`src/rtl/pclk_chan_pkg.sv`:
```
// Package pclk_chan_pkg
// Shared register addresses, bit positions and types of the clock channel.
// Assumes a data word of at least 16 bits, with active fields placed in the upper half.
package pclk_chan_pkg;

    typedef logic [1:0] reg_addr_t;

    localparam reg_addr_t REG_GATE = 2'd0;
    localparam reg_addr_t REG_DIV  = 2'd1;
    localparam reg_addr_t REG_SEL  = 2'd2;
    localparam reg_addr_t REG_TRIG = 2'd3;

    localparam int GATE_EN_BIT  = 0;
    localparam int GATE_SW_BIT  = 1;
    localparam int GATE_RUN_BIT = 4;
    localparam int TRIG_BIT     = 0;

    // Width of the source field; a single-source channel keeps one tied-off bit.
    function automatic int sel_width(input int n_src);
        return (n_src > 1) ? $clog2(n_src) : 1;
    endfunction

endpackage

```
`src/rtl/pclk_chan_regs.sv`:
```
// Module pclk_chan_regs
// Register file of the channel: gate controls, staged and active ratio and
// source fields, and the self-clearing trigger. It assumes DIV_W and SEL_W
// each fit in half of DATA_W. With one source, the source fields are tied to 0.
module pclk_chan_regs
    import pclk_chan_pkg::*;
#(
    parameter int DATA_W  = 16,
    parameter int DIV_W   = 4,
    parameter int NUM_SRC = 4,
    parameter int SEL_W   = 2
) (
    input  logic              clk,
    input  logic              rst_n,
    input  logic              acc_en,
    input  logic              wr_en,
    input  reg_addr_t         addr,
    input  logic [DATA_W-1:0] wdata,
    input  logic              run_st,
    output logic [DATA_W-1:0] rdata,
    output logic              sw_ctl,
    output logic              sw_en,
    output logic              trig_pend,
    output logic [DIV_W-1:0]  div_stg,
    output logic [DIV_W-1:0]  div_act,
    output logic [SEL_W-1:0]  sel_stg,
    output logic [SEL_W-1:0]  sel_act
);

    localparam int HALF = DATA_W / 2;

    logic wr_ok;
    logic unused_wdata;

    assign wr_ok        = wr_en && acc_en;
    assign unused_wdata = ^wdata;

    // Gate bits, staged ratio, ratio commit and trigger pending flag.
    always_ff @(posedge clk) begin
        if (!rst_n) begin
            sw_ctl    <= 1'b0;
            sw_en     <= 1'b0;
            div_stg   <= '0;
            div_act   <= '0;
            trig_pend <= 1'b0;
        end else begin
            if (wr_ok && addr == REG_GATE) begin
                sw_en  <= wdata[GATE_EN_BIT];
                sw_ctl <= wdata[GATE_SW_BIT];
            end
            if (wr_ok && addr == REG_DIV) begin
                div_stg <= wdata[DIV_W-1:0];
            end
            if (trig_pend) begin
                div_act <= div_stg;
            end
            trig_pend <= wr_ok && (addr == REG_TRIG) && wdata[TRIG_BIT];
        end
    end

    generate
        if (NUM_SRC > 1) begin : g_sel
            // Staged source field and its commit on the trigger.
            always_ff @(posedge clk) begin
                if (!rst_n) begin
                    sel_stg <= '0;
                    sel_act <= '0;
                end else begin
                    if (wr_ok && addr == REG_SEL) begin
                        sel_stg <= wdata[SEL_W-1:0];
                    end
                    if (trig_pend) begin
                        sel_act <= sel_stg;
                    end
                end
            end
        end else begin : g_nosel
            assign sel_stg = '0;
            assign sel_act = '0;
        end
    endgenerate

    // Combinational read mux; unused bits read as zero.
    always_comb begin
        rdata = '0;
        case (addr)
            REG_GATE: begin
                rdata[GATE_EN_BIT]  = sw_en;
                rdata[GATE_SW_BIT]  = sw_ctl;
                rdata[GATE_RUN_BIT] = run_st;
            end
            REG_DIV: begin
                rdata[DIV_W-1:0]    = div_stg;
                rdata[HALF +: DIV_W] = div_act;
            end
            REG_SEL: begin
                rdata[SEL_W-1:0]    = sel_stg;
                rdata[HALF +: SEL_W] = sel_act;
            end
            default: begin
                rdata[TRIG_BIT] = trig_pend;
            end
        endcase
    end

endmodule

```
`src/rtl/pclk_chan_gate.sv`:
```
// Module pclk_chan_gate
// Chooses the gate request (software bit or hardware request) and delays it
// through a SYNC_DLY-stage chain to form the running status. SYNC_DLY >= 1.
module pclk_chan_gate #(
    parameter int SYNC_DLY = 4
) (
    input  logic clk,
    input  logic rst_n,
    input  logic sw_ctl,
    input  logic sw_en,
    input  logic hw_req,
    output logic gate_req,
    output logic run_st
);

    logic [SYNC_DLY-1:0] sync_q;

    assign gate_req = sw_ctl ? sw_en : hw_req;
    assign run_st   = sync_q[SYNC_DLY-1];

    generate
        if (SYNC_DLY == 1) begin : g_one
            // Single-stage status delay.
            always_ff @(posedge clk) begin
                if (!rst_n) sync_q <= '0;
                else        sync_q <= gate_req;
            end
        end else begin : g_chain
            // Multi-stage status delay chain.
            always_ff @(posedge clk) begin
                if (!rst_n) sync_q <= '0;
                else        sync_q <= {sync_q[SYNC_DLY-2:0], gate_req};
            end
        end
    endgenerate

endmodule

```
`src/rtl/pclk_chan_div.sv`:
```
// Module pclk_chan_div
// Selects one reference tick stream and divides it by (div_act + 1). The
// counter restarts at zero on a commit. Output pulses are masked while the
// channel is not running. An out-of-range source index yields no ticks.
module pclk_chan_div #(
    parameter int NUM_SRC = 4,
    parameter int DIV_W   = 4,
    parameter int SEL_W   = 2
) (
    input  logic               clk,
    input  logic               rst_n,
    input  logic [NUM_SRC-1:0] src_en,
    input  logic [SEL_W-1:0]   sel_act,
    input  logic [DIV_W-1:0]   div_act,
    input  logic               restart,
    input  logic               run_st,
    output logic               ce_out
);

    logic [DIV_W-1:0] cnt_q;
    logic             src_tick;
    logic             at_end;

    // Pick the selected reference tick.
    always_comb begin
        src_tick = 1'b0;
        for (int i = 0; i < NUM_SRC; i++) begin
            if (int'(sel_act) == i) src_tick = src_en[i];
        end
    end

    assign at_end = (cnt_q == div_act);
    assign ce_out = src_tick && at_end && run_st;

    // Tick counter with restart on commit.
    always_ff @(posedge clk) begin
        if (!rst_n || restart) begin
            cnt_q <= '0;
        end else if (src_tick) begin
            cnt_q <= at_end ? '0 : cnt_q + 1'b1;
        end
    end

endmodule

```
`src/rtl/pclk_chan.sv`:
```
// Module pclk_chan
// One gated, divided clock-enable channel: register file, gate with status
// delay, and source select and divider. The output is an enable pulse stream,
// not a muxed clock.
module pclk_chan
    import pclk_chan_pkg::*;
#(
    parameter int DATA_W   = 16,
    parameter int NUM_SRC  = 4,
    parameter int DIV_W    = 4,
    parameter int SYNC_DLY = 4
) (
    input  logic               clk,
    input  logic               rst_n,
    input  logic               acc_en,
    input  logic               wr_en,
    input  logic [1:0]         addr,
    input  logic [DATA_W-1:0]  wdata,
    output logic [DATA_W-1:0]  rdata,
    input  logic               hw_req,
    input  logic [NUM_SRC-1:0] src_en,
    output logic               ce_out
);

    localparam int SEL_W = sel_width(NUM_SRC);

    logic             sw_ctl;
    logic             sw_en;
    logic             trig_pend;
    logic             gate_req;
    logic             run_st;
    logic [DIV_W-1:0] div_stg;
    logic [DIV_W-1:0] div_act;
    logic [SEL_W-1:0] sel_stg;
    logic [SEL_W-1:0] sel_act;

    pclk_chan_regs #(
        .DATA_W (DATA_W),
        .DIV_W  (DIV_W),
        .NUM_SRC(NUM_SRC),
        .SEL_W  (SEL_W)
    ) u_regs (
        .clk      (clk),
        .rst_n    (rst_n),
        .acc_en   (acc_en),
        .wr_en    (wr_en),
        .addr     (addr),
        .wdata    (wdata),
        .run_st   (run_st),
        .rdata    (rdata),
        .sw_ctl   (sw_ctl),
        .sw_en    (sw_en),
        .trig_pend(trig_pend),
        .div_stg  (div_stg),
        .div_act  (div_act),
        .sel_stg  (sel_stg),
        .sel_act  (sel_act)
    );

    pclk_chan_gate #(
        .SYNC_DLY(SYNC_DLY)
    ) u_gate (
        .clk     (clk),
        .rst_n   (rst_n),
        .sw_ctl  (sw_ctl),
        .sw_en   (sw_en),
        .hw_req  (hw_req),
        .gate_req(gate_req),
        .run_st  (run_st)
    );

    pclk_chan_div #(
        .NUM_SRC(NUM_SRC),
        .DIV_W  (DIV_W),
        .SEL_W  (SEL_W)
    ) u_div (
        .clk    (clk),
        .rst_n  (rst_n),
        .src_en (src_en),
        .sel_act(sel_act),
        .div_act(div_act),
        .restart(trig_pend),
        .run_st (run_st),
        .ce_out (ce_out)
    );

endmodule

```
`config.mk`:
```
export PLATFORM = sky130hd
export DESIGN_NAME = pclk_chan
export DESIGN_NICKNAME = d
export VERILOG_FILES = /design/src/rtl/pclk_chan_pkg.sv /design/src/rtl/pclk_chan_regs.sv /design/src/rtl/pclk_chan_gate.sv /design/src/rtl/pclk_chan_div.sv /design/src/rtl/pclk_chan.sv
export SDC_FILE = /design/constraint.sdc
export NUM_CORES = 1
export LEC_CHECK = 0
export ABC_AREA = 1
export BUFFER_PORTS_ARGS = -buffer_cell sky130_fd_sc_hd__buf_2
export CORE_ASPECT_RATIO = 0.8
export CORE_UTILIZATION = 52
export CTS_CLUSTER_SIZE = 24
export DETAILED_ROUTE_END_ITERATION = 12
export PLACE_DENSITY = 0.87
export SYNTH_ARGS = -nofsm -noshare
export SYNTH_HDL_FRONTEND = slang
export SYNTH_SLANG_ARGS = --single-unit
```
`constraint.sdc`:
```
create_clock -name clk -period 2.9 [get_ports clk]
set_clock_uncertainty 0.2 [all_clocks]
set_input_delay 0.435 -clock clk [delete_from_list [all_inputs] [get_ports clk]]
set_output_delay 0.435 -clock clk [all_outputs]
set_load 0.03 [all_outputs]
```
### Word-level counts from Yosys, hierarchy flattened

Index checks and enable logic that the tools add are counted.

* register bits: 23
* output and inout port bits: 17
* logic and storage cells: 41

* add/subtract/negate cells: 1
* equal/unequal tests: 7
* muxes and demuxes: 12
* reduce and logical (&&, ||, !) cells: 12

Operator list (number)
* $eq 2x2->1 const B: 4
* $logic_and 1x1->1: 8
* $mux 1: 6
* $pmux 1 s3: 2
* $add 4x1->4 const B: 1
* $eq 2x1->1 const B: 2
* $eq 4x4->1: 1
* $logic_not 2->1: 2
* $mux 2: 2
* $mux 4: 1
* $pmux 2 s2: 1
* $logic_not 1->1: 1
* $logic_or 1x1->1: 1

### Longest topological paths before layout

* word-level depth: 7
* gate-level depth with buffers: 8

### Modules after synthesis

From an unflattened synthesis, not the netlist that was laid out.

* cell total of the unflattened synthesis: 208
* area total of the unflattened synthesis: 1347.5 µm²

By module, submodules not included
* pclk_chan_regs: times used 1, cells an instance 123, area an instance 837.1 µm², seq. area each 300.3 µm²
* pclk_chan_div: times used 1, cells an instance 66, area an instance 369.1 µm², seq. area each 80.1 µm²
* pclk_chan_gate: times used 1, cells an instance 19, area an instance 141.4 µm², seq. area each 80.1 µm²

### Worst setup path before layout

Ideal clock, no wire load.

* path type: input port to output port
* from: in addr[1]
* to: out rdata[0]
* data arrival time: 1602 ps
* slack: 663 ps
* stages on the path: 7
* path buffers: 1
* cell sequence: inv_1 ha_1 buf_2 nand2_1 nand2_1 a21oi_1 o21ai_0

* word-level cells in the longest chain between the ends: 2

RTL lines
* start, declared: line pclk_chan.sv:17 `input logic [1:0] addr,`
* $eq 2x2->1, or another cell as far along: line pclk_chan_regs.sv:86 `case (addr)`
* $pmux 1 s3 (*): line pclk_chan_regs.sv:86
* end, declared: line pclk_chan.sv:19 `output logic [DATA_W-1:0] rdata,`

Every way passes the cells marked *; elsewhere a longest branch is shown, timed or not.

### Final worst setup path

* from: reg u_regs.sel_act[0]
* to: out ce_out

* word-level cells in the longest chain between the ends: 7

RTL lines
* start, declared: line pclk_chan_regs.sv:27 `output logic [SEL_W-1:0] sel_act`
* start signal, assigned: line pclk_chan_regs.sv:73 `sel_act <= sel_stg;`
* $logic_not 2->1: line pclk_chan_div.sv:28 `if (int'(sel_act) == i) src_tick = src_en[i];`
* $mux 1 (3 in a row): line pclk_chan_div.sv:28
* $mux 1 (*): line pclk_chan_div.sv:28
* $logic_and 1x1->1 (*) (2 in a row): line pclk_chan_div.sv:33 `assign ce_out = src_tick && at_end && run_st;`
* end, declared: line pclk_chan.sv:22 `output logic ce_out`

Marks and branches as above.

==> flow_summary.yaml <==
clock_tree:
  cts.sinks: 23
  post_cts_resized: 0
  clk_path_buf_depth: 2
  numCtsBuffers: 3
  post_cts_buffers: 0
  postCtsHoldBufs: 0
  cts_tree: "done"
  h-tree-depth: 1
  root_buffer: "clkbuf_4"
  clock_latency_ps: 320
  cts.clk_slew.worst_paths_ps: 140
critical_path:
  end_kind: "output port"
  cp.buffers_inverters: 2
  crit_chain: "inv_2 > nand2_1 > nand3_2 > nand2_2 > nand3_1 > nor2_1 > buf_2"
  cp_max_fo: 7
  startpoint_type: "register"
  path_class: "register to output port"
  slowest_stage: "dfxtp_1"
  crit_required_ps: 2270
  arrival_ps: 1650
  crit_family: "simple AND/OR/NAND/NOR gates"
  crit_path_max_incr_delay_ps: 480
power:
  vdd_drop_max_mv: 0.284
  p_leak_uw: 0.000734
  powerDensity_nw_per_um2: 414
layout:
  fin_nets: 245
  area_growth_pct: 10.5
  layout_common_cells: "50 x nand2_1, 36 x inv_1, 24 x buf_2"
  nFillCells: 224
  layout-drive-gt1-share: 0.161
  diodes: 0
  multi_input_area_um2: 598
  final_common_cell: "nand2_1"
  seqCellArea_um2: 460
drt:
  drc: 2
  viasPerCell: 4.72
  routedWlPerCell_um: 9.78
  dr.max_layer_used: "met4"
  dr.first_iter.drc_count: 62
  vias: 1114
  ant_nets: 0
  drt-pass1-iter-count: 8
  drt-met1-wl_um: 1160
  wl_met3_um: 101
  met2_length_um: 1040
  drt-total-wl_um: 2310
sta:
  min_period_over_period: 0.788
  max_freq_mhz: 438
  worst_slack_ps: 615
  finalSetupViolations: 0
  period_minus_slack_ps: 2290
  finalHoldViolCount: 0
  slew_violations: 0
  holdWs_ps: 150
  rsz0062_at_grt: "false"
  setup_tns_ps: 0
yosys:
  syn_area_per_cell_um2: 6.64
  synthAdderAreaFrac: 0.0602
  synth_compound_area_frac: 0.143
  synth-seq-area-share: 0.369
  synth_area_um2: 1250
  synth-seq-cells: 23
  synth.distinct_cells: 19
  muxShareOfSynthArea: 0
  synthCells: 188
  synth-xor-area-share: 0.00702
  synth_top_family_by_area: "simple AND/OR/NAND/NOR gates"
  yosysWarnings: 0
  yosys.area_share.simple: 0.248
placement:
  pre_cts_slack_ps: 684
  place.detailed.hpwl_um: 1770
  place.gp.congestion: 0.836
  io_buffers: 24
floorplan:
  core_area_um2: 2210
  dieArea_um2: 2600
  die_x_um: 56.8
  ios: 44
  num_rows: 15
  die_height_um: 45.8
  initial_core_util: 0.563
run_status:
  violations: "design-rule violations"
  status: "finished, violations left"
grt:
  grt_pass1_wl_um: 3970
  grt_pass1_vias: 930
  grt.overflow.total: 0
  grtUsageTotal: 0.203
  grt_max_degree: 20
  antenna_found_initial: 0
hold_path:
  hp-class: "input port to register"
job:
  max_cap_violations: 0
## sequential cells by signal (all words and copies together), names as in the netlist
| register | flops |
|---|---|
| u_regs.sw_ctl | 1 |
| u_regs.sel_act | 2 |
| u_gate.sync_q | 4 |
| u_div.cnt_q | 4 |
| u_regs.sel_stg | 2 |
| u_regs.trig_pend | 1 |
| u_regs.div_stg | 4 |
| u_regs.sw_en | 1 |
| u_regs.div_act | 4 |
## metal layers
metal | up-vias | GRT usage
met4 | 0 | 0.0585
li1 | 609 | -
met3 | 2 | 0.0511
met2 | 29 | 0.343
met5 | - | 0
met1 | 474 | 0.263
## worst min-delay path, stage by stage
cell and delay [ps]:
buf_2 100, nand2_1 70, nor2_1 50
## cell usage after synthesis (all sizes together)
cell type / n / area (um2)
ha: 6 / 75.1
inv: 37 / 139
clkbuf: 1 / 5.00
nor2: 10 / 37.5
conb: 1 / 3.75
a31o: 1 / 8.76
buf: 10 / 67.6
o21ai: 16 / 80.1
nand4: 1 / 6.26
nand3: 10 / 60.1
dfxtp: 23 / 460
nor3: 1 / 5.00
nand2: 52 / 200
xor2: 1 / 8.76
a21oi: 18 / 90.1
## worst paths after layout
path	from	end	slack, ps	cells after the start
setup reg to reg	u_regs.sel_act[0]$_SDFFE_PN0P_	u_div.cnt_q[3]$_SDFFE_PP0N_	1480	7
hold reg to reg	u_gate.sync_q[1]$_SDFF_PN0_	u_gate.sync_q[2]$_SDFF_PN0_	230	2
setup / recovery	u_regs.sel_act[0]$_SDFFE_PN0P_	ce_out	610	7
hold / removal	acc_en	u_regs.trig_pend$_SDFF_PN0_	150	3
## per-stage QoR
step,std cells,utilization,area (um2),power [uW]
3_3_place_gp,232,0.609,1350,419
3_5_place_dp,232,0.609,1350,421
2_1_floorplan,194,-,1270,405
5_1_grt,236,0.623,1380,605
6_report,236,0.623,1380,571
4_1_cts,236,0.623,1380,573
## where the power goes
group / switching (uW) / internal [uW]
Combinational: 55.8 / 26.2
Sequential: 6.87 / 326
Clock: 104 / 52.7
Total: 166 / 405
## cell type report
class | instances | area share
Tap cell | 25 | 0.0227
Clock buffer | 3 | 0.0163
Sequential cell | 23 | 0.334
Multi-Input combinational cell | 123 | 0.434
Inverter | 37 | 0.101
Timing Repair Buffer | 24 | 0.0871
Clock inverter | 1 | 0.00544
## logic make-up after synthesis
| group | after synthesis |
|---|---|
| compound gates | 35 |
| xor+xnor | 1 |
| fa+ha+maj | 6 |
| buf+inv | 48 |
| flops | 23 |
| other cells | 1 |
| simple gates | 74 |
No activity file was read; power rests on OpenSTA's default activity.
